==> src/rtl/slope_offset_pkg.sv <==
package slope_offset_pkg;

    localparam int DEF_ERR_W = 8;
    localparam int DEF_OFS_W = 11;

    typedef enum logic [1:0] {
        SLOPE_VERT     = 2'b00,
        SLOPE_FALL     = 2'b01,
        SLOPE_RISE     = 2'b10,
        SLOPE_VERT_ALT = 2'b11
    } slope_mode_e;

    typedef struct packed {
        logic advance;   // accumulate this line
        logic move;      // offset steps this line
        logic up;        // direction of the step
    } ofs_cmd_t;

    function automatic logic mode_active(input slope_mode_e m);
        return (m == SLOPE_FALL) || (m == SLOPE_RISE);
    endfunction

endpackage

==> src/rtl/slope_err_acc.sv <==
module slope_err_acc #(
    parameter int ERR_W = 8
) (
    input  logic             clk,
    input  logic             rst,
    input  logic             clr,
    input  logic             advance,
    input  logic [ERR_W-1:0] step,
    input  logic [ERR_W-1:0] modulo,
    output logic             carry,
    output logic [ERR_W-1:0] err_o
);
    localparam int SUM_W  = ERR_W + 1;
    localparam int DIFF_W = ERR_W + 2;

    logic [ERR_W-1:0]  err_q;
    logic [SUM_W-1:0]  sum;
    logic [DIFF_W-1:0] diff;
    logic [ERR_W-1:0]  err_next;

    always_comb begin
        sum      = {1'b0, err_q} + {1'b0, step};
        diff     = {1'b0, sum} - {2'b00, modulo};
        carry    = ~diff[DIFF_W-1];
        err_next = carry ? diff[ERR_W-1:0] : sum[ERR_W-1:0];
    end

    always_ff @(posedge clk) begin
        if (rst || clr)
            err_q <= '0;
        else if (advance)
            err_q <= err_next;
    end

    assign err_o = err_q;


    err_below_mod_chk: assert property (@(posedge clk) disable iff (rst)
        (advance && !clr && $stable(modulo) && step <= modulo && err_q < modulo)
        |=> err_q < modulo);


    err_clear_chk: assert property (@(posedge clk) disable iff (rst)
        clr |=> err_q == '0);


    err_hold_chk: assert property (@(posedge clk) disable iff (rst)
        (!advance && !clr) |=> $stable(err_q));

endmodule

==> src/rtl/slope_ofs_ctr.sv <==
module slope_ofs_ctr
    import slope_offset_pkg::*;
#(
    parameter int OFS_W = 11
) (
    input  logic             clk,
    input  logic             rst,
    input  logic             clr,
    input  ofs_cmd_t         cmd,
    input  logic [OFS_W-1:0] nq,
    output logic [OFS_W-1:0] offset_o
);
    logic [OFS_W-1:0] ofs_q;
    logic [OFS_W-1:0] last_q;
    logic [OFS_W-1:0] ofs_next;

    always_comb begin
        last_q   = (nq == '0) ? '0 : nq - 1'b1;
        ofs_next = ofs_q;
        if (cmd.move) begin
            if (cmd.up)
                ofs_next = (ofs_q >= last_q) ? '0 : ofs_q + 1'b1;
            else
                ofs_next = (ofs_q == '0 || ofs_q > last_q) ? last_q : ofs_q - 1'b1;
        end
    end

    always_ff @(posedge clk) begin
        if (rst || clr)
            ofs_q <= '0;
        else
            ofs_q <= ofs_next;
    end

    assign offset_o = ofs_q;


    up_wrap_chk: assert property (@(posedge clk) disable iff (rst)
        (!clr && cmd.move && cmd.up && nq != '0 && ofs_q == nq - 1'b1)
        |=> ofs_q == '0);


    down_wrap_chk: assert property (@(posedge clk) disable iff (rst)
        (!clr && cmd.move && !cmd.up && nq != '0 && ofs_q == '0)
        |=> ofs_q == $past(nq) - 1'b1);


    up_step_chk: assert property (@(posedge clk) disable iff (rst)
        (!clr && cmd.move && cmd.up && nq != '0 && ofs_q + 1'b1 < nq)
        |=> ofs_q == $past(ofs_q) + 1'b1);


    down_step_chk: assert property (@(posedge clk) disable iff (rst)
        (!clr && cmd.move && !cmd.up && ofs_q != '0 && ofs_q < nq)
        |=> ofs_q == $past(ofs_q) - 1'b1);

endmodule

==> src/rtl/slope_offset_gen.sv <==
module slope_offset_gen
    import slope_offset_pkg::*;
#(
    parameter int ERR_W = DEF_ERR_W,
    parameter int OFS_W = DEF_OFS_W
) (
    input  logic             clk,
    input  logic             rst,
    input  logic             frame_start_i,
    input  logic             eol_i,
    input  logic [1:0]       slope_mode_i,
    input  logic [ERR_W-1:0] step_i,
    input  logic [ERR_W-1:0] modulo_i,
    input  logic [OFS_W-1:0] nq_i,
    output logic [OFS_W-1:0] offset_o
);
    slope_mode_e      mode;
    ofs_cmd_t         cmd;
    logic             carry;
    logic [ERR_W-1:0] err_unused;

    assign mode = slope_mode_e'(slope_mode_i);

    always_comb begin
        cmd.advance = eol_i && mode_active(mode);
        cmd.move    = cmd.advance && carry;
        cmd.up      = (mode == SLOPE_FALL);
    end

    slope_err_acc #(.ERR_W(ERR_W)) u_acc (
        .clk     (clk),
        .rst     (rst),
        .clr     (frame_start_i),
        .advance (cmd.advance),
        .step    (step_i),
        .modulo  (modulo_i),
        .carry   (carry),
        .err_o   (err_unused)
    );

    slope_ofs_ctr #(.OFS_W(OFS_W)) u_ctr (
        .clk      (clk),
        .rst      (rst),
        .clr      (frame_start_i),
        .cmd      (cmd),
        .nq       (nq_i),
        .offset_o (offset_o)
    );


    frame_clear_chk: assert property (@(posedge clk) disable iff (rst)
        frame_start_i |=> offset_o == '0);


    no_eol_stable_chk: assert property (@(posedge clk) disable iff (rst)
        (!eol_i && !frame_start_i) |=> $stable(offset_o));


    vert_hold_chk: assert property (@(posedge clk) disable iff (rst)
        (!frame_start_i && !mode_active(mode)) |=> $stable(offset_o));


    in_range_chk: assert property (@(posedge clk) disable iff (rst)
        (!frame_start_i && nq_i != '0 && $stable(nq_i)) |-> offset_o < nq_i);

endmodule

==> config.mk <==
export PLATFORM = sky130hd
export DESIGN_NAME = slope_offset_gen
export DESIGN_NICKNAME = d
export VERILOG_FILES = /design/src/rtl/slope_offset_pkg.sv /design/src/rtl/slope_err_acc.sv /design/src/rtl/slope_ofs_ctr.sv /design/src/rtl/slope_offset_gen.sv
export SDC_FILE = /design/constraint.sdc
export NUM_CORES = 1
export LEC_CHECK = 0
export BUFFER_PORTS_ARGS = -buffer_cell sky130_fd_sc_hd__buf_2
export CAP_MARGIN = 25
export CORE_MARGIN = 2
export CORE_UTILIZATION = 45
export CTS_CLUSTER_SIZE = 10
export DETAILED_ROUTE_END_ITERATION = 16
export PLACE_DENSITY = 0.64
export SETUP_SLACK_MARGIN = 0.2
export SLEW_MARGIN = 20
export SYNTH_ARGS = -nofsm -noshare
export SYNTH_HDL_FRONTEND = slang
export SYNTH_SLANG_ARGS = --single-unit
==> constraint.sdc <==
create_clock -name clk -period 8.32 [get_ports clk]
set_input_delay 0.832 -clock clk [delete_from_list [all_inputs] [get_ports clk]]
set_output_delay 0.832 -clock clk [all_outputs]
set_load 0.01 [all_outputs]
# Word level (Yosys, flattened, before mapping)

Index checks and enable logic that the tools add are counted.

Bits in registers: 19
Input bits: 33
Output and inout port bits: 11
Logic and storage cells: 24

$add $sub $neg: 5
Order comparisons: 2
Equality and inequality tests: 2
Multiplexer cells: 5
Bitwise operators: 1
Reduce and logical (&&, ||, !) cells: 7

Operators with widths:

| cell                                                 | count |
|---|---|
| 2-to-1 mux 11 bit                                    | 4 |
| logical NOT 11 bit                                   | 2 |
| subtractor 11 x 1 -> 11 bit (second input constant)  | 2 |
| adder 11 x 1 -> 11 bit (second input constant)       | 1 |
| greater-or-equal comparator 11 bit                   | 1 |
| > comparator 11 bit                                  | 1 |
| subtractor 9 x 8 -> 10 bit                           | 1 |
| adder 8 x 8 -> 9 bit                                 | 1 |
| 2-to-1 mux 8 bit                                     | 1 |
| logical OR 1 bit                                     | 3 |
| equality test 2 x 1 -> 1 bit (second input constant) | 1 |
| equality test 2 bit (second input constant)          | 1 |
| logical AND 1 bit                                    | 2 |
| inverter 1 bit                                       | 1 |

# Depth between registers and ports, before layout

Gate-level depths: netlist (run 1).

Depth after elaboration: 6
Gate-level depth with buffers: 15
Mapped depth without buffers: 15

# Modules after synthesis

From an unflattened synthesis (run 1), not the netlist that was laid out.

Cell total of the unflattened synthesis: 338
Area total of the unflattened synthesis: 2673.8 um^2

By module, submodules not included:

| module           | times used | cells an instance | area each (um^2) | sequential area each (um^2) |
|---|---|---|---|---|
| slope_ofs_ctr    | 1          | 210               | 1607.8           | 220.2 |
| slope_err_acc    | 1          | 124               | 1034.7           | 160.2 |
| slope_offset_gen | 1          | 4                 | 31.3             | 0.0 |

# Worst setup path before layout (run 1)

Ideal clock, no wire load.

Path kind: input to register
From: in nq_i[0]
To: reg u_ctr.ofs_q[9], in the netlist u_ctr.offset_o[9]
Setup time: 0.115 ns
Arrival: 4.036 ns
Data required time: 8.205 ns
Slack: 4.170 ns
Cell stages on the path: 13
Buffers on the path: 0
Cells stage by stage: inv_1 > ha_1 > or4b_4 > or4_4 > and2_2 > ha_1 > a21oi_1 > o21ai_0 > a211oi_2 > a2bb2oi_2 > nor3_1 > o31a_1 > o21a_1

Longest elaborated chain between the ends: 6
Elaborated cells on any way between the ends: 9
Classes of those cells: add/sub: 1; order compare: 2; mux: 4; reduce/logical: 2

RTL lines:

| element                                                                  | line                   | text |
|---|---|---|
| from (decl)                                                              | slope_offset_gen.sv:14 | `input logic [OFS_W-1:0] nq_i,` |
| subtractor 11 x 1 -> 11 bit / logical NOT 11 bit (equally long branches) | slope_ofs_ctr.sv:18    | `last_q = (nq == '0) ? '0 : nq - 1'b1;` |
| 2-to-1 mux 11 bit *                                                      | slope_ofs_ctr.sv:18    |  |
| > comparator 11 bit                                                      | slope_ofs_ctr.sv:24    | `ofs_next = (ofs_q == '0 \|\| ofs_q > last_q) ? last_q : ofs_q - 1'b1;` |
| logical OR 1 bit                                                         | slope_ofs_ctr.sv:24    |  |
| 2-to-1 mux 11 bit                                                        | slope_ofs_ctr.sv:24    |  |
| 2-to-1 mux 11 bit *                                                      | slope_ofs_ctr.sv:21    | `if (cmd.up)` |
| to (signal assigned)                                                     | slope_ofs_ctr.sv:32    | `ofs_q <= ofs_next;` |
| to (decl)                                                                | slope_ofs_ctr.sv:13    | `logic [OFS_W-1:0] ofs_q;` |

Every way passes the cells marked *; elsewhere a longest branch is shown, timed or not.
A chain may end at the register's enable or synchronous reset.

# Worst setup path after layout (run 1)

Ends and elaborated chain as after synthesis.

==> reports/qor.yml, run 1 <==
drt:
  wl_per_cell_um: 14.9
  avgViaCountPerCell: 5.79
  drc: 0
  drtPass1Iterations: 4
  vias: 2675
  drt-total-wl_um: 6860
  initialDrtViolationCount: 185
  postRouteAntennaNets: 0
cts:
  clock-root-buffer: "clkbuf_8"
  clk_pin_slew_ns: 0.07
  clockBufferDepth: 2
  clk_latency_ns: 0.26
  cts-resized-gates: 0
  cts_buffers: 3
  cts_sinks: 19
  cts-htree-levels: 1
  hold_buffers: 0
  post_cts_buffers: 0
  cts_tree: "built"
grt:
  grt_pass1_vias: 2476
  grt_usage: 0.229
  grt_overflow: 0
  grt_first_pass_wirelength_um: 11700
  grt_max_degree: 17
  antenna_found_initial: 0
pwr:
  power.density_nw_per_um2: 119
  ir_drop_uv: 86.3
  power.total_mw: 0.340
  p_leak_nw: 1.25
timing:
  period_minus_slack_ns: 4.43
  setup_ws_ns: 3.89
  max_slew_margin: 0.398
  max_freq_ghz: 0.226
  rsz0062_at_grt: "false"
  drv_slew: 0
  tightest_slew_ns: 0.901
  hold_ws_ns: 0.469
  post-route-period-util: 0.533
  tns_ns: 0
  hold_violations: 0
  setup_viol: 0
  fin_skew_ns: 0.00978
critical_path:
  cp.required_ns: 8.48
  crit_fanout: 10
  cp_common_cell: "ha_1"
  r2r_cells: 14
  worst-path-stages: 14
  cp-start-kind: "input port"
  crit_chain: "buf_2 > inv_1 > ha_1 > or4b_4 > or2_2 > o31ai_1 > ha_1 > a21oi_1 > o21ai_0 > a211oi_2 > a2bb2oi_2 > nor3_1 > o31a_1 > o21a_1"
  end_kind: "flip-flop"
  r2r_slack_ns: 4.53
  cp.arrival_ns: 4.59
  cp_slowest_cell: "or4b_4"
  worstSetupPathType: "in -> reg"
  rr_startpoint: "u_acc.err_o[1]"
  reg2reg_to: "u_ctr.offset_o[5]"
  cp_top_family: "compound AO/OA/AOI/OAI gates"
  crit_buf_inv: 2
  cpPeakStageDelay_ns: 0.52
layout:
  drive_gt1_frac: 0.162
  layout.nets: 457
  layout_commonest_cell: "buf_2"
  stdcell_area_um2: 2860
  syn2layout_area_growth_pct: 11.5
  n_fill_cell: 559
  diodes: 0
  layout_common_cells: "buf_2, nor2_1, a21oi_1"
yosys:
  synth-main-ff-cell: "dfxtp_1"
  yosysUniqueCellTypes: 65
  synth_async_sr_flop_share: 0
  yosys_register_bits: 19
  netlist_area_um2: 2570
  synth_edf_count: 0
  syn_inst: 353
  synth_nets: 419
  seq_area_frac_synth: 0.148
  ys_warn_count: 0
  syn_avg_cell_area_um2: 7.27
floorplan:
  start_util: 0.466
  fp.dieH_um: 79.5
  ioPinCount: 44
  die_w_um: 79.5
  core_um2: 5510
  num_rows: 27
  fp.dieArea_um2: 6320
job:
  drv_cap: 0
hold_path:
  hold_path.class: "reg -> reg"
  hold_depth: 2
  hold_end: "u_acc.err_o[7]"
  worstHoldStart: "u_acc.err_o[7]"
place:
  place.gp.congestion: 0.869
  io_buffers: 43
  placement.setup.worst_slack_ns: 3.68
  hpwlAfterDp_um: 5310
  place_area_um2: 2820
outcome:
  status: "completed"
[worst max path at each step]
stage	startpoint	endpoint	slack, ns
after global routing	nq_i[0]	u_ctr.offset_o[9]	3.67
final	nq_i[0]	u_ctr.offset_o[9]	3.89
after CTS	nq_i[0]	u_ctr.offset_o[9]	3.96
after floorplan	nq_i[0]	u_ctr.offset_o[9]	4.17
after detailed placement	nq_i[0]	u_ctr.offset_o[9]	3.68
after global placement	nq_i[0]	u_ctr.offset_o[9]	3.81
[cell type report]
| class | count | area [um2] | area share |
|---|---|---|---|
| repair buffers | 44 | 223 | 0.0778 |
| flip-flops and latches | 19 | 380 | 0.133 |
| multi-input cells | 299 | 2030 | 0.711 |
| well taps | 72 | 90.1 | 0.0315 |
| inverters | 24 | 90.1 | 0.0315 |
| clock buffers | 4 | 45.0 | 0.0157 |
[layer usage]
metal	track usage	wire, um	vias up
met5	0	0	-
met4	0.0310	30	0
met3	0.0215	320	2
met2	0.372	3040	69
met1	0.333	3470	1223
li1	-	-	1381
[per-stage QoR]
stage / instances / utilization
3_5_place_dp: 458 / 0.511
5_1_grt: 462 / 0.520
3_3_place_gp: 458 / 0.511
2_1_floorplan: 353 / -
6_report: 462 / 0.520
4_1_cts: 462 / 0.520
[cells in the mapped netlist (2+ instances only)]
cell type	number	area, um2
nand3_1	9	45.0
o22ai_1	5	31.3
o32ai_1	2	17.5
mux2_2	2	22.5
clkbuf_1	6	22.5
o31ai_1	2	15.0
nor4_1	4	25.0
ha_1	31	388
a211oi_1	3	22.5
o21bai_1	4	30.0
mux2i_1	4	40.0
xnor2_1	11	96.3
fa_1	2	40.0
nand2_1	31	116
nand4_1	5	31.3
nor2b_1	4	25.0
o211ai_1	6	45.0
nor3_1	13	65.1
o21ai_0	27	135
a31oi_1	3	18.8
or2_2	3	18.8
o21a_1	6	45.0
dfxtp_1	19	380
nor2_1	37	139
a221oi_1	2	17.5
or4_1	2	15.0
xor2_1	8	70.1
a21oi_1	34	170
or4_4	2	22.5
inv_1	24	90.1
o31a_1	3	26.3
or3_1	5	31.3
nor3b_1	2	15.0
[kinds of logic (layout without fill, tap and decap cells)]
logic type	count (synthesis)	count (layout)	share of synthesized area
simple gates	128	128	0.255
compound gates	113	113	0.281
buf+inv	35	72	0.0595
fa+ha+maj	33	33	0.167
xor+xnor	19	19	0.0648
flops	19	19	0.148
mux	6	6	0.0244
[sequential cells by signal (all words and copies together) (netlist names)]
register,flops
u_ctr.offset_o,11
u_acc.err_o,8
[worst register-to-register path: cells and delay by family (launching register included)]
family / cells / cell delay, ns
AOI/OAI and AO/OA: 7 / 1.38
and+or+nand+nor: 4 / 1.36
adders and majority gates: 2 / 0.45
DFF: 1 / 0.33
xor gates and xnor gates: 1 / 0.17
[report_power, final]
group | internal [mW] | leakage [nW] | total [mW] | switching (mW)
combinational | 0.0721 | 1.08 | 0.171 | 0.0984
sequential | 0.0945 | 0.154 | 0.101 | 0.00653
clock | 0.0341 | 0.0228 | 0.0681 | 0.0340
Power figures use the tool's default switching activity.
==> inputs of run 2 (changes only) <==
==> constraint.sdc (replaced) <==
create_clock -name clk -period 4.25 [get_ports clk]
set_input_delay 0.425 -clock clk [delete_from_list [all_inputs] [get_ports clk]]
set_output_delay 0.425 -clock clk [all_outputs]
set_load 0.01 [all_outputs]
==> reports/qor.yml, run 2 (same netlist as run 1, synthesis figures left out) <==
hold_path:
  worstHoldStart: "u_acc.err_o[0]"
  hold_path.class: "reg -> reg"
timing:
  tns_ns: 0
  drv_slew: 0
  post-route-period-util: 0.890
  tightest_slew_ns: 0.846
  hold_ws_ns: 0.472
  setup_viol: 0
  hold_violations: 0
  fin_skew_ns: 0.00510
  max_freq_ghz: 0.264
  period_minus_slack_ns: 3.78
  rsz0062_at_grt: "false"
  setup_ws_ns: 0.466
  max_slew_margin: 0.434
place:
  placement.setup.worst_slack_ns: 0.155
  dp.cells: 464
  hpwlAfterDp_um: 5670
  io_buffers: 43
  place.gp.congestion: 0.862
layout:
  layout_common_cells: "buf_2, nor2_1, a21oi_1"
  largest_reg_flops: 11
  drive_gt1_frac: 0.177
  multi_input_area_um2: 2040
  syn2layout_area_growth_pct: 13.7
  regArea_um2: 380
  diodes: 0
  layout.nets: 463
  n_fill_cell: 554
  fin_cells: 468
  layout_commonest_cell: "buf_2"
critical_path:
  cp-start-kind: "input port"
  cpPeakStageDelay_ns: 0.52
  end_kind: "flip-flop"
  cp_top_family: "compound AO/OA/AOI/OAI gates"
  cp.arrival_ns: 3.95
  worstSetupPathType: "in -> reg"
  crit_chain: "buf_2 > inv_1 > ha_1 > or4b_4 > or4_4 > and2_2 > ha_1 > a21oi_1 > o21ai_0 > a211oi_4 > a2bb2oi_2 > buf_4 > nor3_1 > o31a_1 > o21a_1"
  cp_common_cell: "ha_1"
  rr_startpoint: "u_acc.err_o[1]"
  cp_slowest_cell: "or4b_4"
  crit_buf_inv: 3
  cp.required_ns: 4.42
  cp-startpoint: "nq_i[0]"
  crit_fanout: 7
floorplan:
  fp.dieH_um: 79.5
  die_w_um: 79.5
  start_util: 0.466
  ioPinCount: 44
  core_um2: 5510
  num_rows: 27
  fp.dieArea_um2: 6320
grt:
  grt_pass1_vias: 2556
  grt_first_pass_wirelength_um: 12100
  grt_overflow: 0
  grt_usage: 0.238
  grt_max_degree: 15
  antenna_found_initial: 0
drt:
  drt-total-wl_um: 7020
  wl_per_cell_um: 15.0
  drc: 0
  drtPass1Iterations: 4
  initialDrtViolationCount: 203
  avgViaCountPerCell: 5.74
  postRouteAntennaNets: 0
  vias: 2685
cts:
  clk_latency_ns: 0.27
  cts-htree-levels: 1
  cts_buffers: 3
  clock-root-buffer: "clkbuf_8"
  cts_sinks: 19
  clockBufferDepth: 2
  clk_pin_slew_ns: 0.08
  post_cts_buffers: 0
  hold_buffers: 0
  cts-resized-gates: 0
  cts_tree: "built"
job:
  drv_cap: 0
pwr:
  power.density_nw_per_um2: 235
  p_leak_nw: 1.29
  ir_drop_uv: 120
outcome:
  status: "completed"
-- run 2: layout make-up --
class,instances,area share
timing repair buffer,50,0.0918
clock inverter,1,0.00257
sequential,19,0.130
multi-input combinational,299,0.699
tap,72,0.0309
inverter,24,0.0309
clock buffer,3,0.0142
-- run 2: per-stage QoR --
stage	total power, mW	utilization	area, um2
6_report	0.686	0.530	2920
3_5_place_dp	0.547	0.520	2860
2_1_floorplan	0.452	-	2570
4_1_cts	0.686	0.529	2910
5_1_grt	0.743	0.530	2920
3_3_place_gp	0.541	0.520	2860
-- run 2: path summary, 6_finish.rpt --
kind / to / slack (ns) / depth (start not counted)
setup / recovery: u_ctr.offset_o[9] / 0.47 / 15
hold / removal: u_acc.err_o[0] / 0.47 / 2
setup reg to reg: u_ctr.offset_o[9] / 0.80 / 14
hold reg to reg: u_acc.err_o[0] / 0.47 / 2
-- run 2: layer usage --
metal | global-route usage | vias to the layer above | wire length, um
met2 | 0.375 | 75 | 3120
li1 | - | 1380 | -
met1 | 0.341 | 1217 | 3450
met3 | 0.0181 | 13 | 313
met4 | 0.0828 | 0 | 140
met5 | 0 | - | 0
-- run 2: power breakdown --
group          internal, mW  leakage (nW)  switching, mW  total [mW]
clock network        0.0665        0.0217         0.0726       0.139
registers             0.185         0.154         0.0129       0.198
logic                 0.153          1.11          0.196       0.349
total                 0.404          1.29          0.282       0.686
-- run 2: worst reg2reg max path, delay by kind of cell, from the launching register on --
| family | cells | cell delay [ns] |
|---|---|---|
| compound gates | 8 | 1.64 |
| xor+xnor | 1 | 0.16 |
| fa+ha+maj | 2 | 0.45 |
| buf+inv | 1 | 0.28 |
| flops | 1 | 0.33 |
| simple gates | 2 | 0.48 |
